[src/rtl/sstat_pkg.sv]
package sstat_pkg;
    localparam int STAT_W = 8;
    localparam int B_DRE  = 7;
    localparam int B_TXC  = 6;
    localparam int B_RXC  = 5;
    localparam int B_WAKE = 4;
    localparam int B_LRST = 3;
    localparam int B_DOR  = 2;
    localparam int B_FE   = 1;
    localparam int B_PE   = 0;
    localparam logic [STAT_W-1:0] STAT_RST  = STAT_W'(1) << B_DRE;
    localparam logic [STAT_W-1:0] WAKE_MASK = STAT_W'(1) << B_WAKE;

    typedef enum logic {TXB_EMPTY, TXB_FULL} txb_state_e;
    typedef enum logic [1:0] {RXB_EMPTY, RXB_FULL, RXB_OVERRUN} rxb_state_e;
    typedef enum logic {LR_IDLE, LR_PULSE} lr_state_e;
endpackage

[src/rtl/sstat_tx.sv]
module sstat_tx
    import sstat_pkg::*;
(
    input  logic clk,
    input  logic rst_n,
    input  logic soft_clr,
    input  logic buf_wr,
    input  logic buf_take,
    input  logic shift_done,
    input  logic txc_ack,
    output logic dre,
    output logic txc
);
    txb_state_e st_q, st_d;
    logic       txc_set;

    always_ff @(posedge clk or negedge rst_n) begin
        if (!rst_n)        st_q <= TXB_EMPTY;
        else if (soft_clr) st_q <= TXB_EMPTY;
        else               st_q <= st_d;
    end

    always_comb begin
        st_d = st_q;
        unique case (st_q)
            TXB_EMPTY: if (buf_wr) st_d = TXB_FULL;
            TXB_FULL:  if (buf_take && !buf_wr) st_d = TXB_EMPTY;
            default:   st_d = TXB_EMPTY;
        endcase
    end

    always_comb begin
        dre     = (st_q == TXB_EMPTY);
        txc_set = shift_done && (st_q == TXB_EMPTY) && !buf_wr;
    end

    always_ff @(posedge clk or negedge rst_n) begin
        if (!rst_n)        txc <= 1'b0;
        else if (soft_clr) txc <= 1'b0;
        else if (txc_set)  txc <= 1'b1;
        else if (txc_ack)  txc <= 1'b0;
    end

    AST_DRE_DROPS_ON_WRITE: assert property (@(posedge clk) disable iff (!rst_n)
        buf_wr && !soft_clr |=> !dre);
    AST_TXC_SET_WINS: assert property (@(posedge clk) disable iff (!rst_n)
        shift_done && dre && !buf_wr && !soft_clr |=> txc);
    AST_TXC_NO_SET_WHEN_FULL: assert property (@(posedge clk) disable iff (!rst_n)
        !txc && !dre |=> !txc);
    AST_TXC_ACK_CLEARS: assert property (@(posedge clk) disable iff (!rst_n)
        txc_ack && !(shift_done && dre) && !soft_clr |=> !txc);
endmodule

[src/rtl/sstat_rx.sv]
module sstat_rx
    import sstat_pkg::*;
(
    input  logic clk,
    input  logic rst_n,
    input  logic soft_clr,
    input  logic uart_mode,
    input  logic par_en,
    input  logic frame_done,
    input  logic frame_fe,
    input  logic frame_pe,
    input  logic buf_rd,
    output logic rxc,
    output logic dor,
    output logic fe,
    output logic pe
);
    rxb_state_e st_q, st_d;
    logic       load;

    always_ff @(posedge clk or negedge rst_n) begin
        if (!rst_n)        st_q <= RXB_EMPTY;
        else if (soft_clr) st_q <= RXB_EMPTY;
        else               st_q <= st_d;
    end

    always_comb begin
        st_d = st_q;
        load = 1'b0;
        unique case (st_q)
            RXB_EMPTY: begin
                if (frame_done) begin
                    st_d = RXB_FULL;
                    load = 1'b1;
                end
            end
            RXB_FULL: begin
                if (buf_rd && frame_done) load = 1'b1;
                else if (buf_rd)          st_d = RXB_EMPTY;
                else if (frame_done)      st_d = RXB_OVERRUN;
            end
            RXB_OVERRUN: begin
                if (buf_rd) st_d = RXB_EMPTY;
            end
            default: st_d = RXB_EMPTY;
        endcase
    end

    always_comb begin
        rxc = (st_q != RXB_EMPTY);
        dor = (st_q == RXB_OVERRUN);
    end

    always_ff @(posedge clk or negedge rst_n) begin
        if (!rst_n) begin
            fe <= 1'b0;
            pe <= 1'b0;
        end else if (soft_clr) begin
            fe <= 1'b0;
            pe <= 1'b0;
        end else if (load) begin
            fe <= uart_mode && frame_fe;
            pe <= uart_mode && par_en && frame_pe;
        end else if (buf_rd) begin
            fe <= 1'b0;
            pe <= 1'b0;
        end
    end

    AST_RX_FRAME_FILLS: assert property (@(posedge clk) disable iff (!rst_n)
        frame_done && !rxc && !soft_clr |=> rxc && !dor);
    AST_RX_READ_EMPTIES: assert property (@(posedge clk) disable iff (!rst_n)
        buf_rd && !frame_done && !soft_clr |=> !rxc && !dor && !fe && !pe);
    AST_RX_ERR_NEEDS_UART: assert property (@(posedge clk) disable iff (!rst_n)
        frame_done && !rxc && !uart_mode && !soft_clr |=> !fe && !pe);
    AST_OVR_FREEZES_ERR: assert property (@(posedge clk) disable iff (!rst_n)
        dor && !buf_rd && !soft_clr |=> dor && $stable(fe) && $stable(pe));
    AST_OVR_ON_SECOND: assert property (@(posedge clk) disable iff (!rst_n)
        rxc && frame_done && !buf_rd && !soft_clr |=> dor);
endmodule

[src/rtl/sstat_wake.sv]
module sstat_wake (
    input  logic clk,
    input  logic rst_n,
    input  logic uart_mode,
    input  logic stop_mode,
    input  logic rx_pin,
    input  logic clr_wr,
    output logic wake
);
    logic wake_set;

    always_comb wake_set = uart_mode && stop_mode && !rx_pin;

    always_ff @(posedge clk or negedge rst_n) begin
        if (!rst_n)        wake <= 1'b0;
        else if (wake_set) wake <= 1'b1;
        else if (clr_wr)   wake <= 1'b0;
    end

    AST_WAKE_SET_WINS: assert property (@(posedge clk) disable iff (!rst_n)
        uart_mode && stop_mode && !rx_pin |=> wake);
    AST_WAKE_STICKY: assert property (@(posedge clk) disable iff (!rst_n)
        wake && !clr_wr |=> wake);
    AST_WAKE_NO_ASYNC_SET: assert property (@(posedge clk) disable iff (!rst_n)
        !wake && !uart_mode |=> !wake);
endmodule

[src/rtl/sstat_reg.sv]
module sstat_reg
    import sstat_pkg::*;
(
    input  logic              clk,
    input  logic              rst_n,
    input  logic              uart_mode,
    input  logic              par_en,
    input  logic              stop_mode,
    input  logic              rx_pin,
    input  logic              tx_buf_wr,
    input  logic              tx_buf_take,
    input  logic              tx_shift_done,
    input  logic              txc_ack,
    input  logic              rx_frame_done,
    input  logic              rx_frame_fe,
    input  logic              rx_frame_pe,
    input  logic              rx_buf_rd,
    input  logic              cpu_wr,
    input  logic [STAT_W-1:0] cpu_wdata,
    input  logic              ie_dre,
    input  logic              ie_txc,
    input  logic              ie_rxc,
    input  logic              ie_wake,
    output logic [STAT_W-1:0] stat_o,
    output logic              srst_o,
    output logic              irq_dre,
    output logic              irq_txc,
    output logic              irq_rxc,
    output logic              irq_wake
);
    lr_state_e lr_q, lr_d;
    logic dre, txc, rxc, dor, fe, pe, wake;
    logic wake_clr;
    logic unused_wbits;

    assign unused_wbits = ^{cpu_wdata[B_DRE:B_RXC], cpu_wdata[B_DOR:B_PE]};

    always_ff @(posedge clk or negedge rst_n) begin
        if (!rst_n) lr_q <= LR_IDLE;
        else        lr_q <= lr_d;
    end

    always_comb begin
        lr_d = lr_q;
        unique case (lr_q)
            LR_IDLE:  if (cpu_wr && cpu_wdata[B_LRST]) lr_d = LR_PULSE;
            LR_PULSE: lr_d = LR_IDLE;
            default:  lr_d = LR_IDLE;
        endcase
    end

    always_comb begin
        srst_o   = (lr_q == LR_PULSE);
        wake_clr = cpu_wr && !cpu_wdata[B_WAKE];
    end

    sstat_tx u_tx (
        .clk        (clk),
        .rst_n      (rst_n),
        .soft_clr   (srst_o),
        .buf_wr     (tx_buf_wr),
        .buf_take   (tx_buf_take),
        .shift_done (tx_shift_done),
        .txc_ack    (txc_ack),
        .dre        (dre),
        .txc        (txc)
    );

    sstat_rx u_rx (
        .clk        (clk),
        .rst_n      (rst_n),
        .soft_clr   (srst_o),
        .uart_mode  (uart_mode),
        .par_en     (par_en),
        .frame_done (rx_frame_done),
        .frame_fe   (rx_frame_fe),
        .frame_pe   (rx_frame_pe),
        .buf_rd     (rx_buf_rd),
        .rxc        (rxc),
        .dor        (dor),
        .fe         (fe),
        .pe         (pe)
    );

    sstat_wake u_wake (
        .clk       (clk),
        .rst_n     (rst_n),
        .uart_mode (uart_mode),
        .stop_mode (stop_mode),
        .rx_pin    (rx_pin),
        .clr_wr    (wake_clr),
        .wake      (wake)
    );

    always_comb begin
        stat_o         = '0;
        stat_o[B_DRE]  = dre;
        stat_o[B_TXC]  = txc;
        stat_o[B_RXC]  = rxc;
        stat_o[B_WAKE] = wake;
        stat_o[B_LRST] = srst_o;
        stat_o[B_DOR]  = dor;
        stat_o[B_FE]   = fe;
        stat_o[B_PE]   = pe;
        irq_dre  = dre  && ie_dre;
        irq_txc  = txc  && ie_txc;
        irq_rxc  = rxc  && ie_rxc;
        irq_wake = wake && ie_wake;
    end

    AST_LR_ONE_CYCLE: assert property (@(posedge clk) disable iff (!rst_n)
        srst_o |=> !srst_o);
    AST_LR_RESTORES: assert property (@(posedge clk) disable iff (!rst_n)
        srst_o |=> ((stat_o & ~WAKE_MASK) == STAT_RST));
    AST_WR_KEEPS_RXC: assert property (@(posedge clk) disable iff (!rst_n)
        cpu_wr && !rx_frame_done && !rx_buf_rd && !srst_o |=> $stable(stat_o[B_RXC]));
endmodule

[config.mk]
export PLATFORM = sky130hd
export DESIGN_NAME = sstat_reg
export DESIGN_NICKNAME = d
export VERILOG_FILES = /design/src/rtl/sstat_pkg.sv /design/src/rtl/sstat_tx.sv /design/src/rtl/sstat_rx.sv /design/src/rtl/sstat_wake.sv /design/src/rtl/sstat_reg.sv
export SDC_FILE = /design/constraint.sdc
export NUM_CORES = 1
export LEC_CHECK = 0
export ABC_CLOCK_PERIOD_IN_PS = 1200
export CORE_MARGIN = 2
export CORE_UTILIZATION = 30
export DETAILED_ROUTE_END_ITERATION = 7
export PLACE_DENSITY = 0.84
export SLEW_MARGIN = 20
export SYNTH_ARGS = -nofsm -noshare
export SYNTH_HDL_FRONTEND = slang
export SYNTH_SLANG_ARGS = --single-unit
[constraint.sdc]
create_clock -name clk -period 1.2 [get_ports clk]
set_input_delay 0.18 -clock clk [delete_from_list [all_inputs] [get_ports clk]]
set_output_delay 0.18 -clock clk [all_outputs]
set_load 0.05 [all_outputs]
==> results.sh <==
export IMPL_wl_per_cell_um=11.1
export IMPL_vias=484
export IMPL_final_nets=119
export IMPL_crit_path_max_incr_delay_ps=380
export IMPL_firstDrtPassIters=2
export IMPL_clock_sinks=8
export IMPL_area_delta_synth_final_pct=115
export IMPL_maxSlewHeadroom_pct=75.3
export IMPL_final_cell_mix="clkdlybuf4s50_1 (20), buf_12 (12), buf_4 (10)"
export IMPL_yosys_area_share_simple_pct=29.6
export IMPL_grt_remaining_overflow=0
export IMPL_synth_top_family_by_area="simple AND/OR/NAND/NOR gates"
export IMPL_slew_violations=0
export IMPL_insertion_delay_ps=250
export IMPL_cp_start_kind="flop"
export IMPL_tns_ps=-346
export IMPL_yosys_area_share_adder_pct=0
export IMPL_synthXorXnorAreaFrac_pct=1.85
export IMPL_period_share_pct=112
export IMPL_path_cells="or2_1 > and2_4 > buf_12"
export IMPL_rrSetupSlack_ps=-10
export IMPL_yosysSeqAreaShare_pct=42.2
export IMPL_use_met3_pct=4.58
export IMPL_gp_congestion=0.715
export IMPL_fin_crit_ps=1350
export IMPL_clockBufferDepth=2
export IMPL_cp_max_fo=3
export IMPL_cp_arrival_ps=1170
export IMPL_worstMarginPinSlew_ps=369
export IMPL_p_per_area_nw_per_um2=1020
export IMPL_avgSynthCellArea_um2=9.12
export IMPL_antenna_found_initial=0
export IMPL_hp_class="in -> async"
export IMPL_hold_viol=0
export IMPL_layout_commonest_cell="clkdlybuf4s50_1"
export IMPL_grt_pass1_wl_um=2020
export IMPL_grt_busiest_layer="met2"
export IMPL_cts_made_buffers=3
export IMPL_use_met1_pct=15.2
export IMPL_fill_cells=121
export IMPL_grt_max_degree=11
export IMPL_final_setup_worst_slack_ps=-149
export IMPL_yosys_warnings=0
export IMPL_core_area_um2=1490
export IMPL_grt_total_usage_pct=14.8
export IMPL_finalPower_uw=1050
export IMPL_die_w_um=43.8
export IMPL_drt_vias_per_instance=4.52
export IMPL_dpl_cell_area_um2=927
export IMPL_clockRootBuffer="clkbuf_4"
export IMPL_rsz0062_at_grt="true"
export IMPL_drcViolationCount=0
export IMPL_place_hpwl_um=945
export IMPL_fmax_mhz=741
export IMPL_critical_path_class="reg -> out"
export IMPL_end_kind="output port"
export IMPL_p_leak_uw=0.000455
export IMPL_synthCells=52
export IMPL_die_area_um2=1910
export IMPL_drtIter0Drc=4
export IMPL_finalSetupViolCount=4
export IMPL_critPathRequiredTime_ps=1020
export IMPL_layout_drive_gt1_share_pct=39.6
export IMPL_ys_ff_latch=8
export IMPL_crit_slowest_cell="dfrtp_1"
export IMPL_wirelength_um=1190
export IMPL_grt_use_met2_pct=25.9
export IMPL_ant_nets=0
export IMPL_io_pins=40
export IMPL_htree_levels=1
export IMPL_final_area_um2=1020
export IMPL_cts_tree="done"
export IMPL_skew_ps=6.42
export IMPL_initial_core_util_pct=31.8
export IMPL_worst_ir_drop_vdd_v=0.000623
export IMPL_port_buffers=33
export IMPL_drv_cap=0
export IMPL_syn_cell_area_um2=474
export IMPL_holdBufCountCts=0
export IMPL_num_rows=14
export IMPL_clk_pin_slew_worst_paths_ps=50
export IMPL_syn_nets=79
export IMPL_synth_distinct_cells=23
export IMPL_synth_compound_area_share_pct=10.6
export IMPL_die_y_um=43.8
export IMPL_antenna_cells=0
export IMPL_first_global_vias=493
export IMPL_status="finished with violations"
export IMPL_muxShareOfSynthArea_pct=0
export IMPL_violations="negative setup slack"
==> cell type report <==
class	instances	area, um2	area share [%]
Clock buffer	4	26.3	2.58
Inverter	3	11.3	1.10
Multi-Input combinational cell	32	223	21.8
Sequential cell	8	201	19.8
Tap cell	16	20.0	1.96
Timing Repair Buffer	44	538	52.8
==> power breakdown <==
group,switching [uW],total (uW),internal (uW)
Clock,88.3,215,127
Combinational,230,510,280
Sequential,25.8,320,294
Total,344,1050,701
==> critical path: cells and delay by family (launching register included) <==
family                 cells  cell delay, ps
and+or+nand+nor            2             400
DFF                        1             380
buffers and inverters      1             140
==> worst paths after layout <==
kind,to,from,cells past startpoint
max in group asynchronous,srst_o$_DFF_PN0_,rst_n,1
worst min register to register,u_rx.st_q[0]$_DFFE_PN0P_,u_rx.st_q[1]$_DFFE_PN0P_,2
worst max-delay path,irq_rxc,u_rx.st_q[0]$_DFFE_PN0P_,3
worst max register to register,u_rx.pe$_DFFE_PN0P_,u_rx.st_q[1]$_DFFE_PN0P_,4
min in group clk,u_wake.wake$_DFFE_PN0P_,stop_mode,3
worst min-delay path,u_wake.wake$_DFFE_PN0P_,rst_n,1
==> per-layer routing <==
metal	vias to the layer above	wire length, um	share of wire (%)
met3	4	124	10
met1	211	405	34
met2	28	625	53
met5	-	0	0
li1	241	-	-
met4	0	33	2.8
==> metrics by stage <==
step,hold slack [ps],setup slack [ps],instances,util (%)
after floorplan,-116,76.5,52,-
after global placement,477,-136,98,62.3
after detailed placement,481,-168,98,62.3
after CTS,209,-140,106,66.7
after global routing,230,-179,107,68.5
final,205,-149,107,68.5
==> flip-flops by register name, summed over array words and instances (netlist names) <==
signal	count
u_rx.st_q	2
u_tx.txc	1
u_wake.wake	1
u_tx.st_q	1
u_rx.fe	1
srst_o	1
u_rx.pe	1
==> cell families (layout without fill, tap and decap cells) <==
logic type                Yosys count  count (layout)
and+or+nand+nor                    22              22
buffers and inverters              12              51
AOI/OAI and AO/OA                   9               9
DFF                                 8               8
xor gates and xnor gates            1               1
==> repair_timing <==
item	CTS	global route
resized for setup	3	6
cloned	0	0
pin swaps	3	1
setup endpoints to repair	4	7
buffers inserted	4	1
==> synthesized netlist by cell type <==
| cell type | number | share of area, % |
|---|---|---|
| and2_1 | 3 | 4.0 |
| dfrtp_1 | 8 | 42 |
| nor2_1 | 4 | 3.2 |
| a21oi_1 | 4 | 4.2 |
| nor3_1 | 2 | 2.1 |
| nor3b_1 | 1 | 1.6 |
| or2_1 | 1 | 1.3 |
| nand3b_1 | 1 | 1.6 |
| and2b_1 | 1 | 1.6 |
| o21ai_1 | 2 | 2.1 |
| or3_1 | 1 | 1.3 |
| o211ai_1 | 1 | 1.6 |
| o31ai_1 | 1 | 1.6 |
| nand2_1 | 1 | 0.79 |
| clkbuf_1 | 1 | 0.79 |
| nor2b_4 | 1 | 2.9 |
| nand3_1 | 1 | 1.1 |
| inv_1 | 3 | 2.4 |
| nand2b_4 | 1 | 2.9 |
| buf_4 | 8 | 13 |
| o21ai_0 | 1 | 1.1 |
| xnor2_1 | 1 | 1.8 |
| nor2b_1 | 4 | 5.3 |
(Power assumes the default switching activity.)
